[config.mk]
export PLATFORM = sky130hd
export DESIGN_NAME = usb_irq_aggregator
export DESIGN_NICKNAME = d
export VERILOG_FILES = /design/src/rtl/irq_agg_pkg.sv /design/src/rtl/irq_status_bank.sv /design/src/rtl/irq_reg_file.sv /design/src/rtl/irq_pin_shaper.sv /design/src/rtl/usb_irq_aggregator.sv
export SDC_FILE = /design/constraint.sdc
export NUM_CORES = 1
export LEC_CHECK = 0
export BUFFER_PORTS_ARGS = -buffer_cell sky130_fd_sc_hd__buf_2
export CAP_MARGIN = 20
export CORE_MARGIN = 5
export CORE_UTILIZATION = 40
export CTS_CLUSTER_SIZE = 8
export DETAILED_ROUTE_END_ITERATION = 8
export HOLD_SLACK_MARGIN = 0.02
export MAX_ROUTING_LAYER = met4
export PLACE_DENSITY = 0.63
export SETUP_SLACK_MARGIN = 0.15
export SLEW_MARGIN = 20
export SYNTH_ARGS = -nofsm -noshare
export SYNTH_HDL_FRONTEND = slang
export SYNTH_SLANG_ARGS = --single-unit
[constraint.sdc]
create_clock -name clk -period 2.6 [get_ports clk]
set_clock_uncertainty 0.1 [all_clocks]
set_input_delay 0.78 -clock clk [delete_from_list [all_inputs] [get_ports clk]]
set_output_delay 0.78 -clock clk [all_outputs]
set_load 0.01 [all_outputs]
[src/rtl/irq_agg_pkg.sv]
package irq_agg_pkg;
  localparam int GEN_N = 5;
  localparam int ADDR_W = 8;
  localparam logic [ADDR_W-1:0] A_STAT_RD = 8'h10;
  localparam logic [ADDR_W-1:0] A_EN_WR   = 8'h20;
  localparam logic [ADDR_W-1:0] A_EN_RD   = 8'h21;
  localparam logic [ADDR_W-1:0] A_MODE_WR = 8'h30;
  localparam logic [ADDR_W-1:0] A_MODE_RD = 8'h31;
  localparam logic [ADDR_W-1:0] A_CFG_WR  = 8'h40;
  localparam logic [ADDR_W-1:0] A_CFG_RD  = 8'h41;

  typedef struct packed {
    logic pulse_mode;
    logic act_high;
  } pin_cfg_t;
endpackage

[src/rtl/irq_status_bank.sv]
module irq_status_bank
  import irq_agg_pkg::*;
#(
  parameter int NUM_EP = 15,
  localparam int EVT_W = GEN_N + NUM_EP
) (
  input  logic             clk,
  input  logic             rst,
  input  logic [EVT_W-1:0] set_vec,
  input  logic             stat_clr,
  input  logic [NUM_EP-1:0] ep_clr,
  output logic [EVT_W-1:0] flags_q
);
  genvar b;
  generate
    for (b = 0; b < EVT_W; b++) begin : g_bit
      logic clr;
      if (b < GEN_N) begin : g_gen
        assign clr = stat_clr;
      end else begin : g_ep
        assign clr = ep_clr[b-GEN_N];
      end
      always_ff @(posedge clk) begin
        if (rst)             flags_q[b] <= 1'b0;
        else if (set_vec[b]) flags_q[b] <= 1'b1;
        else if (clr)        flags_q[b] <= 1'b0;
      end
    end
  endgenerate

  assert_evt_sticky_R9: assert property (@(posedge clk) disable iff (rst)
    (|set_vec) |=> ((flags_q & $past(set_vec)) == $past(set_vec)));

  assert_gen_clear_R6: assert property (@(posedge clk) disable iff (rst)
    (stat_clr && set_vec[GEN_N-1:0] == '0) |=> (flags_q[GEN_N-1:0] == '0));

  assert_ep_keep_R7: assert property (@(posedge clk) disable iff (rst)
    (stat_clr && ep_clr == '0) |=>
      ((flags_q[EVT_W-1:GEN_N] & $past(flags_q[EVT_W-1:GEN_N])) == $past(flags_q[EVT_W-1:GEN_N])));
endmodule

[src/rtl/irq_reg_file.sv]
module irq_reg_file
  import irq_agg_pkg::*;
#(
  parameter int DATA_W = 32,
  parameter int STAT_W = 21
) (
  input  logic              clk,
  input  logic              rst,
  input  logic              reg_wr,
  input  logic              reg_rd,
  input  logic [ADDR_W-1:0] reg_addr,
  input  logic [DATA_W-1:0] reg_wdata,
  input  logic [STAT_W-1:0] stat_word,
  output logic [DATA_W-1:0] reg_rdata,
  output logic [STAT_W-1:0] en_q,
  output logic              glob_en_q,
  output pin_cfg_t          cfg_q,
  output logic              stat_clr
);
  assign stat_clr = reg_rd && (reg_addr == A_STAT_RD);

  always_ff @(posedge clk) begin
    if (rst) begin
      en_q      <= '0;
      glob_en_q <= 1'b0;
      cfg_q     <= '0;
    end else if (reg_wr) begin
      case (reg_addr)
        A_EN_WR:   en_q      <= reg_wdata[STAT_W-1:0];
        A_MODE_WR: glob_en_q <= reg_wdata[0];
        A_CFG_WR:  cfg_q     <= pin_cfg_t'(reg_wdata[1:0]);
        default: ;
      endcase
    end
  end

  always_ff @(posedge clk) begin
    if (rst) begin
      reg_rdata <= '0;
    end else if (reg_rd) begin
      case (reg_addr)
        A_STAT_RD: reg_rdata <= DATA_W'(stat_word);
        A_EN_RD:   reg_rdata <= DATA_W'(en_q);
        A_MODE_RD: reg_rdata <= DATA_W'(glob_en_q);
        A_CFG_RD:  reg_rdata <= DATA_W'(cfg_q);
        default:   reg_rdata <= '0;
      endcase
    end
  end

  assert_stat_wr_ignored_R10: assert property (@(posedge clk) disable iff (rst)
    (reg_wr && reg_addr == A_STAT_RD) |=>
      (en_q == $past(en_q) && glob_en_q == $past(glob_en_q) && cfg_q == $past(cfg_q)));
endmodule

[src/rtl/irq_pin_shaper.sv]
module irq_pin_shaper
  import irq_agg_pkg::*;
#(
  parameter int PULSE_W = 8,
  localparam int CNT_W = $clog2(PULSE_W + 1)
) (
  input  logic     clk,
  input  logic     rst,
  input  logic     pend_any,
  input  logic     glob_en,
  input  pin_cfg_t cfg,
  output logic     irq_pin
);
  logic             any_g, any_prev_q, rise, start, active_nx;
  logic [CNT_W-1:0] cnt_q, cnt_nx;

  assign any_g = pend_any && glob_en;
  assign rise  = any_g && !any_prev_q;
  assign start = cfg.pulse_mode && rise && (cnt_q == '0);

  always_comb begin
    cnt_nx = cnt_q;
    if (start)              cnt_nx = CNT_W'(PULSE_W - 1);
    else if (cnt_q != '0)   cnt_nx = cnt_q - CNT_W'(1);
    if (!cfg.pulse_mode)    cnt_nx = '0;
  end

  always_comb begin
    if (!glob_en)             active_nx = 1'b0;
    else if (cfg.pulse_mode)  active_nx = start || (cnt_q != '0);
    else                      active_nx = pend_any;
  end

  always_ff @(posedge clk) begin
    if (rst) begin
      any_prev_q <= 1'b0;
      cnt_q      <= '0;
      irq_pin    <= 1'b1;
    end else begin
      any_prev_q <= any_g;
      cnt_q      <= cnt_nx;
      irq_pin    <= cfg.act_high ? active_nx : !active_nx;
    end
  end

  assert_gate_off_R3: assert property (@(posedge clk) disable iff (rst)
    !glob_en |=> (irq_pin == !$past(cfg.act_high)));

  assert_level_follow_R2: assert property (@(posedge clk) disable iff (rst)
    (!cfg.pulse_mode && glob_en) |=> (irq_pin == ($past(pend_any) == $past(cfg.act_high))));

  assert_no_restart_R5: assert property (@(posedge clk) disable iff (rst)
    (cfg.pulse_mode && $past(cfg.pulse_mode) && cnt_q != '0) |=> (cnt_q == $past(cnt_q) - CNT_W'(1)));
endmodule

[src/rtl/usb_irq_aggregator.sv]
module usb_irq_aggregator
  import irq_agg_pkg::*;
#(
  parameter int NUM_EP  = 15,
  parameter int DATA_W  = 32,
  parameter int PULSE_W = 8
) (
  input  logic              clk,
  input  logic              rst,
  input  logic [GEN_N-1:0]  gen_evt,
  input  logic [NUM_EP-1:0] ep_evt,
  input  logic [NUM_EP-1:0] ep_rd,
  input  logic              bus_status,
  input  logic              reg_wr,
  input  logic              reg_rd,
  input  logic [ADDR_W-1:0] reg_addr,
  input  logic [DATA_W-1:0] reg_wdata,
  output logic [DATA_W-1:0] reg_rdata,
  output logic              irq_pin
);
  localparam int EVT_W  = GEN_N + NUM_EP;
  localparam int STAT_W = EVT_W + 1;

  logic [EVT_W-1:0]  flags_q, en_evt;
  logic [STAT_W-1:0] stat_word, en_q;
  logic              glob_en_q, stat_clr;
  pin_cfg_t          cfg_q;

  assign stat_word = {flags_q[EVT_W-1:GEN_N], bus_status, flags_q[GEN_N-1:0]};
  assign en_evt    = {en_q[STAT_W-1:GEN_N+1], en_q[GEN_N-1:0]};

  irq_status_bank #(.NUM_EP(NUM_EP)) i_bank (
    .clk(clk), .rst(rst),
    .set_vec({ep_evt, gen_evt}),
    .stat_clr(stat_clr), .ep_clr(ep_rd),
    .flags_q(flags_q)
  );

  irq_reg_file #(.DATA_W(DATA_W), .STAT_W(STAT_W)) i_regs (
    .clk(clk), .rst(rst),
    .reg_wr(reg_wr), .reg_rd(reg_rd), .reg_addr(reg_addr), .reg_wdata(reg_wdata),
    .stat_word(stat_word), .reg_rdata(reg_rdata),
    .en_q(en_q), .glob_en_q(glob_en_q), .cfg_q(cfg_q), .stat_clr(stat_clr)
  );

  irq_pin_shaper #(.PULSE_W(PULSE_W)) i_shaper (
    .clk(clk), .rst(rst),
    .pend_any(|(flags_q & en_evt)),
    .glob_en(glob_en_q), .cfg(cfg_q),
    .irq_pin(irq_pin)
  );

  assert_bus_live_R8: assert property (@(posedge clk) disable iff (rst)
    (reg_rd && reg_addr == A_STAT_RD) |=> (reg_rdata[GEN_N] == $past(bus_status)));
endmodule

After elaboration in Yosys (flattened, before gate mapping)
Cells that the tools add are included.
- add/sub/neg operators: 1
- equality and inequality tests: 7
- multiplexer cells: 42
- bitwise logic cells: 2
- reductions and logical operators: 37
- operators by type and width (kind ; number):
    $pmux 21 s4 ; 1
    $reduce_bool 2->1 ; 21
    $mux 1 ; 39
    $eq 8x6->1 const B ; 4
    $and 20x20->20 ; 1
    $reduce_or 20->1 ; 1
    $eq 8x7->1 const B ; 2
    $eq 8x5->1 const B ; 1
    $mux 3 ; 2
    $reduce_and 2->1 ; 3
    $logic_and 1x1->1 ; 5
    $logic_not 4->1 ; 1
    $reduce_bool 4->1 ; 1
    $sub 4x1->4 const B ; 1
    $reduce_or 3->1 ; 1
    $logic_not 1->1 ; 2
    $reduce_or 2->1 ; 1
    $logic_or 1x1->1 ; 1
    $not 1->1 ; 1
- register bits after elaboration: 82
- output and inout bits: 33

Logic depth before layout (Yosys ltp)
Gate-level depths: netlist of the first run.
- depth after elaboration: 11
- depth in mapped cells: 7
- mapped depth without buffers: 7

Modules after synthesis
From an unflattened synthesis of the first run, not the netlist that was laid out.
- cell total of the unflattened synthesis: 353
- area, all modules: 3125.5 um^2
- modules (own cells, without submodules) (module ; times used ; cells each ; area an instance (um^2) ; seq. area each (um^2)):
    irq_reg_file ; 1 ; 227 ; 1964.4 ; 900.9
    irq_status_bank ; 1 ; 82 ; 745.7 ; 400.4
    irq_pin_shaper ; 1 ; 32 ; 299.0 ; 120.1
    usb_irq_aggregator ; 1 ; 12 ; 116.4 ; 0.0

Worst setup path before layout of the first run
Ideal clock, no wire load.
- path kind: in2reg
- start point: input port reg_addr[0]
- end point: register i_bank.flags_q[0]
- library setup time: 128 ps
- arrival time: 1953 ps
- required time: 2372 ps
- setup slack: 419 ps
- cell stages on the path: 6
- path buffers: 1
- path through: or4b_4 nor3b_4 buf_6 nand2_4 a21oi_1 nor2_1
- longest elaborated chain between the ends: 3
- RTL lines (what ; RTL line ; source):
    start, declared ; usb_irq_aggregator.sv:16 ; input logic [ADDR_W-1:0] reg_addr,
    $eq 8x5->1 ; irq_reg_file.sv:20 ; assign stat_clr = reg_rd && (reg_addr == A_STAT_RD);
    $logic_and 1x1->1 ; irq_reg_file.sv:20 ;
    $reduce_bool 2->1 (no line) ; n/a ;
    end signal, assigned by index ; irq_status_bank.sv:24 ; if (rst) flags_q[b] <= 1'b0;
    end signal, assigned by index ; irq_status_bank.sv:25 ; else if (set_vec[b]) flags_q[b] <= 1'b1;
    end signal, assigned by index ; irq_status_bank.sv:26 ; else if (clr) flags_q[b] <= 1'b0;
    end, declared ; irq_status_bank.sv:12 ; output logic [EVT_W-1:0] flags_q
Every way passes these cells.
A chain may end at the register's enable or synchronous reset.

Worst setup path after layout of the first run
Ends and elaborated chain as after synthesis.

==> results of run 1 <==
-- cell usage after synthesis, drive strengths merged --
library cell   n
conb           1
o211ai         1
nor2b          5
inv           18
a21boi         1
xnor2          2
nor3           6
a221o          1
a32oi          1
nor2          27
mux2i          2
nand3          7
a221oi         3
a22o          43
nand2b         4
a31oi          2
nor3b          3
ha             1
nand2         49
o21ai          4
a21oi         45
clkbuf         7
dfxtp         71
and3           2
a211oi         1
a22oi          5
or3            2
and2           1
and4b          1
buf           21
or4b           1
a211o          2
-- registers in the layout (all words and copies together), names as in the netlist --
name	flops
i_bank.flags_q	20
i_regs.cfg_q	2
i_shaper.cnt_q	4
i_shaper.any_prev_q	1
i_regs.glob_en_q	1
i_shaper.irq_pin	1
i_regs.en_q	21
i_regs.reg_rdata	21
-- kinds of logic after synthesis --
family | Yosys count
AOI/OAI and AO/OA | 109
xor gates and xnor gates | 2
adders and majority gates | 1
buffers and inverters | 46
DFF | 71
muxes | 2
other | 1
and+or+nand+nor | 108
-- layout by cell type (no fill, tap or decap), drive strengths merged, types with 7 or more instances in the layout --
cell type / n
conb: 11
buf: 101
a21oi: 45
nand3: 7
clkbuf: 11
dfxtp: 71
inv: 18
nor2: 27
a22o: 43
nand2: 49
-- per-layer routing --
metal,GRT usage,routed length (um),up-vias
met5,-,0,-
met4,0.0794,111,0
met3,0.0344,454,9
met2,0.277,3640,82
met1,0.220,3470,1245
li1,-,-,1362
-- through the flow --
step / power [mW] / instance area (sq um) / worst slack (ns)
3_5_place_dp: 1.28 / 3540 / 0.151
5_1_grt: 2.22 / 3730 / 0.435
3_3_place_gp: 1.28 / 3540 / 0.159
6_report: 2.14 / 3730 / 0.513
2_1_floorplan: 1.21 / 3010 / 0.419
4_1_cts: 2.15 / 3730 / 0.520
-- power by group --
part / switching (mW) / total (mW) / internal [mW]
clock: 0.415 / 0.883 / 0.468
sequential: 0.0174 / 1.13 / 1.11
combinational: 0.0684 / 0.128 / 0.0595
-- worst max-delay path: cells and delay by family --
family	cells	cell delay, ns
compound gates	1	0.15
simple gates	4	0.97
buf+inv	2	0.31
-- worst paths after layout --
check             cells after the start           endpoint
hold reg to reg                       2     i_regs.en_q[5]
setup reg to reg                      7   i_shaper.irq_pin
setup / recovery                      7  i_bank.flags_q[0]
hold / removal                        2     i_regs.en_q[5]
-- area by class of cell --
class                   count  area [sq um]  share of cell area
clock buffers              11           141              0.0379
flip-flops and latches     71          1420               0.381
well taps                  99           124              0.0332
multi-input cells         233          1370               0.365
clock inverters             5          57.6              0.0154
repair buffers            101           558               0.149
inverters                  18          67.6              0.0181
==> impl_metrics.json, run 1 <==
{
  "drc": 0,
  "synthXorXnorAreaFrac": 0.00588,
  "crit_fanout": 20,
  "fillers": 742,
  "ios": 113,
  "cts.sinks": 71,
  "synthSimpleGateAreaFrac": 0.171,
  "ctsRootBufferMaster": "clkbuf_8",
  "crit_required_ns": 2.72,
  "ant_nets": 0,
  "p_per_area_nw_per_um2": 572,
  "synth-seq-cells": 71,
  "synth_top_family_by_area": "compound AO/OA/AOI/OAI gates",
  "drv_slew": 0,
  "drv_cap": 0,
  "synthCells": 340,
  "initial_core_util": 0.410,
  "die_area_sq_um": 9270,
  "rows": 31,
  "cts_inserted_buffers": 9,
  "fin_cells": 538,
  "setup_viol": 0,
  "synth_warnings": 0,
  "yosysTopAreaCellShare": 0.478,
  "r2r-start": "i_shaper.cnt_q[0]",
  "final_nets": 515,
  "area_delta_synth_final_pct": 25.5,
  "syn_area_sq_um": 2980,
  "p_leak_nw": 1.62,
  "wl_um": 7680,
  "grt_pass1_vias": 2559,
  "die_w_um": 96.3,
  "reg2reg_slack_ns": 0.78,
  "min_from": "i_regs.en_q[5]",
  "via_per_inst": 5.01,
  "ir_drop_v": 0.000332,
  "fin_crit_sh": 0.803,
  "hp-class": "flop to flop",
  "antenna_cells": 0,
  "first_pass_iters": 4,
  "antenna_found_initial": 0,
  "yosys-mux-area-fraction": 0.00673,
  "hold_viol": 0,
  "whs_ns": 0.357,
  "syn_avg_cell_area_sq_um": 8.75,
  "cts_setup_buffers": 0,
  "hpwl_um": 5470,
  "die-height_um": 96.3,
  "grt_util_all_layers": 0.177,
  "crit_slowest_cell": "or4b_4",
  "rsz0062_at_grt": "no",
  "clk_path_buf_depth": 2,
  "slowest_delay_ns": 0.58,
  "portBuffers": 90,
  "postCtsResizedCells": 0,
  "drive_above_1_share": 0.278,
  "num_vias": 2698,
  "insertion_delay_ns": 0.35,
  "crit_path_start_kind": "input pin",
  "post-route-util": 0.515,
  "synthTopCellsByArea": "dfxtp_1, a22o_1, a21oi_1",
  "worst_pin_slew_ns": 0.523,
  "synth_top_area_cell": "dfxtp_1",
  "cp-startpoint": "reg_addr[0]",
  "slew_headroom": 0.650,
  "cts_hold_buffers": 0,
  "yosys.cell_types.count": 38,
  "critPathKind": "input pin to flop",
  "grt_pass1_wl_um": 12100,
  "dr.first_iter.drc_count": 112,
  "cts_tree": "built",
  "grt-ovfl-total": 0,
  "synth_compound_area_frac": 0.254,
  "timing.fmax_mhz": 479,
  "grt_max_degree": 46,
  "core_area_sq_um": 7250,
  "clk_pin_slew_worst_paths_ns": 0.08,
  "synthAdderAreaFrac": 0.00420,
  "fin_crit_ns": 2.09,
  "place_inst": 522,
  "crit_chain": "buf_2 -> or4b_4 -> nor3b_4 -> buf_12 -> nand2_4 -> a21oi_1 -> nor2_1",
  "place.gp.congestion": 0.906,
  "end_kind": "flop",
  "status": "finished, final reports clean",
  "htreeDepth": 3,
  "wl_per_cell_um": 14.3,
  "ys_seq_area_frac": 0.478,
  "setup-tns-final_ns": 0,
  "critPathArrivalTime_ns": 2.21
}
(Power assumes the default switching activity.)
==> run 2, diff against run 1 <==
- ABC_AREA: default -> 1
- clock period: 2.6 -> 2.1 ns (I/O delays scaled with it)
==> run 2 against run 1 <==
Die area is 3.3% higher. Critical endpoint is now i_regs.reg_rdata[13]. Largest cell class unchanged. Clock power increased by 11%. Critical path depth grew 1. Worst setup slack got worse by 0.22 ns. Sequential power is 23% higher. Register-to-register slack lost 0.18 ns. Sequential share of layout area fell by 0.58 points. Largest power group unchanged. Via count is 8.0% higher.
==> impl_metrics.json, run 2 <==
{
  "fin_crit_sh": 0.861,
  "initial_core_util": 0.406,
  "synthTopCellsByCount": "nand2_1, nor2_1, dfxtp_1",
  "timing.fmax_mhz": 553,
  "worst-r2r-cell-count": 10,
  "antenna_found_initial": 0,
  "cp_num_buf_inv": 2,
  "clk_pin_slew_worst_paths_ns": 0.07,
  "post-place-ws_ns": -0.0663,
  "critPathKind": "input pin to flop",
  "slowest_delay_ns": 0.30,
  "synth_top_area_cell": "dfxtp_1",
  "fin_crit_ns": 1.81,
  "hpwl_um": 5840,
  "combPwrFrac": 0.072,
  "die_w_um": 97.8,
  "place.gp.congestion": 0.841,
  "clk_path_buf_depth": 2,
  "postCtsResizedCells": 0,
  "synth.most_common_cell": "nand2_1",
  "hold_viol": 0,
  "crit_top_cell": "nor2_2",
  "syn_avg_cell_area_sq_um": 7.05,
  "ios": 113,
  "place_inst": 624,
  "crit_chain": "buf_2 -> nor2_2 -> nand3_1 -> nor2_2 -> inv_1 -> o22ai_1 -> nand2_1 -> a21oi_1",
  "num_vias": 2913,
  "end_kind": "flop",
  "p_clk_frac": 0.383,
  "p_per_area_nw_per_um2": 673,
  "async_flop_share": 0,
  "final_nets": 614,
  "largest_registers": "i_regs.en_q x21, i_regs.reg_rdata x21, i_bank.flags_q x20",
  "crit_path_start_kind": "input pin",
  "grt-ovfl-total": 0,
  "whs_ns": 0.361,
  "wl_um": 7740,
  "crit_cells": 8,
  "netSwitchingPower_uw": 610,
  "synth-seq-cells": 71,
  "crit_fanout": 9,
  "core_area_sq_um": 7610,
  "die-height_um": 97.8,
  "cts_tree": "built",
  "fin_cells": 640,
  "path_delay_family": "simple AND/OR/NAND/NOR gates",
  "yosys.cell_types.count": 29,
  "dr.first_iter.drc_count": 104,
  "drv_cap": 0,
  "placed_area_sq_um": 3620,
  "setup_viol": 0,
  "crit_slowest_cell": "nor2_2",
  "internal_power_mw": 1.94,
  "insertion_delay_ns": 0.35,
  "switching_share": 0.239,
  "min_delay_path_depth": 2,
  "final_common_cell": "nand2_1",
  "rsz0062_at_grt": "no",
  "grt_pass1_wl_um": 12600,
  "ctsRootBufferMaster": "clkbuf_8",
  "critPathArrivalTime_ns": 1.99,
  "via_per_inst": 4.55,
  "ys.flop_type": "dfxtp_1",
  "cts_setup_buffers": 0,
  "worst_slack_ns": 0.293,
  "hp-class": "flop to flop",
  "post-route-util": 0.499,
  "p_leak_nw": 1.72,
  "first_pass_iters": 4,
  "grt_util_all_layers": 0.170,
  "wl_per_cell_um": 12.1,
  "drv_slew": 0,
  "die_area_sq_um": 9570,
  "ir_drop_v": 0.000392,
  "synthTopCellsByArea": "dfxtp_1, nand2_1, nor2_1",
  "cts.sinks": 71,
  "htreeDepth": 3,
  "syn_area_sq_um": 3090,
  "area_delta_synth_final_pct": 22.9,
  "cts_hold_buffers": 0,
  "grt_pass1_vias": 2719,
  "ant_nets": 0,
  "crit_required_ns": 2.28,
  "final_cell_mix": "nand2_1, buf_2, nor2_1",
  "drc": 0,
  "synth_edf_count": 0,
  "synth_warnings": 0,
  "portBuffers": 90,
  "postLayoutCellArea_sq_um": 3790,
  "synthCells": 438,
  "cts_inserted_buffers": 9,
  "grt_max_degree": 31,
  "fillers": 809,
  "ys_seq_area_frac": 0.460,
  "drive_above_1_share": 0.232,
  "seq_power_share": 0.545,
  "rows": 32,
  "yosysTopAreaCellShare": 0.460,
  "antenna_cells": 0,
  "status": "finished, final reports clean"
}
[run 2: power groups by stage]
stage	sequential, mW	clock (mW)	combinational, mW
finish	1.39	0.977	0.185
detailed placement	1.42	0	0.186
global route	1.39	1.07	0.212
global placement	1.42	0	0.183
CTS	1.39	1.00	0.187
floorplan	1.42	0	0.106
[run 2: cell type report]
class | count | area (sq um) | share of cell area
clock buffers | 13 | 159 | 0.0419
flip-flops and latches | 71 | 1420 | 0.375
clock inverters | 3 | 17.5 | 0.00462
well taps | 102 | 128 | 0.0337
inverters | 48 | 181 | 0.0478
multi-input cells | 301 | 1350 | 0.355
repair buffers | 102 | 541 | 0.143
[run 2: cell families after synthesis]
| group | Yosys count | synth area share |
|---|---|---|
| xor+xnor | 1 | 0.00284 |
| simple gates | 197 | 0.257 |
| other cells | 1 | 0.00121 |
| buf+inv | 76 | 0.116 |
| compound gates | 91 | 0.158 |
| fa+ha+maj | 1 | 0.00405 |
| flops | 71 | 0.460 |
[run 2: metal layers]
| layer | wire (um) | track usage | up-vias |
|---|---|---|---|
| li1 | - | - | 1547 |
| met1 | 3400 | 0.203 | 1272 |
| met2 | 3710 | 0.273 | 85 |
| met5 | 0 | - | - |
| met4 | 112 | 0.0490 | 0 |
| met3 | 516 | 0.0564 | 9 |
[run 2: metrics by stage]
step	TNS, ns	power [mW]
floorplan	0	1.52
global placement	-0.0474	1.60
detailed placement	-0.493	1.61
CTS	0	2.58
global route	0	2.67
finish	0	2.55
[run 2: worst paths after layout]
path | from | end | slack [ns]
worst min-delay path | i_regs.en_q[17] | i_regs.en_q[17] | 0.36
worst max register to register | i_bank.flags_q[18] | i_shaper.irq_pin | 0.60
worst min register to register | i_regs.en_q[17] | i_regs.en_q[17] | 0.36
worst max-delay path | reg_addr[7] | i_regs.reg_rdata[13] | 0.29
[run 2: worst reg2reg max path, cell delays in order (launching register included)]
cell and delay [ns]:
dfxtp_1 0.34, nand2_1 0.07, nand2_1 0.07, nor2_1 0.10
nand2_1 0.07, nor2_1 0.12, nand2_1 0.11, o21ai_0 0.16
inv_1 0.07, nand3_1 0.09, nand3_1 0.09
==> run 3, diff against run 2 <==
- MAX_ROUTING_LAYER: met4 -> default
==> run 3 against run 2 <==
Non-clock buffer count stayed put. Clock power barely moved. Sequential share of layout area unchanged. Register-to-register slack about the same. Critical path type unchanged. Fmax is essentially flat.
==> impl_metrics.json, run 3 (synthesis gave the netlist of run 2 again) <==
{
  "status": "finished, final reports clean",
  "htreeDepth": 3,
  "antenna_cells": 0,
  "hpwl_um": 5840,
  "fin_cells": 640,
  "cp_num_buf_inv": 2,
  "timing.fmax_mhz": 553,
  "dr.first_iter.drc_count": 80,
  "crit_chain": "buf_2 -> nor2_2 -> nand3_1 -> nor2_2 -> inv_1 -> o22ai_1 -> nand2_1 -> a21oi_1",
  "final_cell_mix": "nand2_1, buf_2, nor2_1",
  "crit_fanout": 9,
  "insertion_delay_ns": 0.34,
  "hold_viol": 0,
  "crit_required_ns": 2.28,
  "core_area_sq_um": 7610,
  "slowest_delay_ns": 0.30,
  "place.gp.congestion": 0.828,
  "p_leak_nw": 1.72,
  "initial_core_util": 0.406,
  "placed_area_sq_um": 3620,
  "first_pass_iters": 4,
  "rsz0062_at_grt": "no",
  "cts.sinks": 71,
  "ir_drop_v": 0.000392,
  "drv_cap": 0,
  "multi_input_area_sq_um": 1350,
  "postLayoutCellArea_sq_um": 3790,
  "path_delay_family": "simple AND/OR/NAND/NOR gates",
  "grt_max_degree": 31,
  "end_kind": "flop",
  "hp-class": "flop to flop",
  "final_common_cell": "nand2_1",
  "final_nets": 614,
  "crit_top_cell": "nor2_2",
  "critPathKind": "input pin to flop",
  "cts_inserted_buffers": 9,
  "antenna_found_initial": 0,
  "setup_viol": 0,
  "fin_crit_ns": 1.81,
  "num_vias": 2918,
  "crit_path_start_kind": "input pin",
  "drv_slew": 0,
  "area_delta_synth_final_pct": 22.9,
  "wl_per_cell_um": 12.1,
  "portBuffers": 90,
  "cts_hold_buffers": 0,
  "ctsRootBufferMaster": "clkbuf_8",
  "cts_tree": "built",
  "ant_nets": 0,
  "clk_path_buf_depth": 2,
  "place_inst": 624,
  "critPathArrivalTime_ns": 1.98,
  "postCtsResizedCells": 0,
  "largest_registers": "i_regs.en_q x21, i_regs.reg_rdata x21, i_bank.flags_q x20",
  "cts_setup_buffers": 0,
  "grt_pass1_vias": 2719,
  "rows": 32,
  "die_w_um": 97.8,
  "drive_above_1_share": 0.232,
  "fin_crit_sh": 0.861,
  "die-height_um": 97.8,
  "clk_pin_slew_worst_paths_ns": 0.07,
  "wl_um": 7740,
  "fillers": 809,
  "die_area_sq_um": 9570,
  "grt-ovfl-total": 0,
  "ff_latch_area_sq_um": 1420,
  "p_per_area_nw_per_um2": 673,
  "ios": 113,
  "power.total_mw": 2.55,
  "crit_slowest_cell": "nor2_2",
  "drc": 0,
  "grt_util_all_layers": 0.165,
  "via_per_inst": 4.56,
  "grt_pass1_wl_um": 12600
}
## run 3: cell counts in the layout (fill, tap and decap cells not counted)
No cell type changed its count.
## run 3: report_power, final
part | switching [mW] | internal, mW | leakage, nW
combinational | 0.105 | 0.0801 | 1.05
clock | 0.485 | 0.490 | 0.0894
sequential | 0.0185 | 1.37 | 0.578
## run 3: cell type report
type / count / area share
Multi-Input combinational cell: 301 / 0.355
Timing Repair Buffer: 102 / 0.143
Sequential cell: 71 / 0.375
Tap cell: 102 / 0.0337
Clock inverter: 3 / 0.00462
Inverter: 48 / 0.0478
Clock buffer: 13 / 0.0419
## run 3: layer usage
metal  part of all wire  vias to the layer above  routed length [um]  track usage
met4              0.012                        0                  91       0.0490
met1               0.44                     1276                3380        0.202
met3              0.071                        6                 553       0.0586
met2               0.48                       89                3710        0.273
met5                  0                        -                   0            0
li1                   -                     1547                   -            -
## run 3: worst paths after layout
path / from / endpoint / slack (ns) / cells after the start
worst max-delay path: reg_addr[7] / i_regs.reg_rdata[13] / 0.29 / 8
worst min-delay path: i_regs.en_q[17] / i_regs.en_q[17] / 0.36 / 2
worst max register to register: i_bank.flags_q[18] / i_shaper.irq_pin / 0.59 / 10
worst min register to register: i_regs.en_q[17] / i_regs.en_q[17] / 0.36 / 2
## run 3: stage by stage
stage	worst slack (ns)	setup TNS, ns	util	hold slack (ns)
3_3_place_gp	-0.0211	-0.0474	0.475	0.348
3_5_place_dp	-0.0663	-0.493	0.475	0.351
6_report	0.292	0	0.499	0.359
4_1_cts	0.285	0	0.499	0.362
5_1_grt	0.178	0	0.499	0.379
2_1_floorplan	0.389	0	-	0.339
## run 3: worst min-delay path, stage by stage (launching register included)
cell and delay, ns:
dfxtp_1 0.31, inv_1 0.06, a21oi_1 0.05
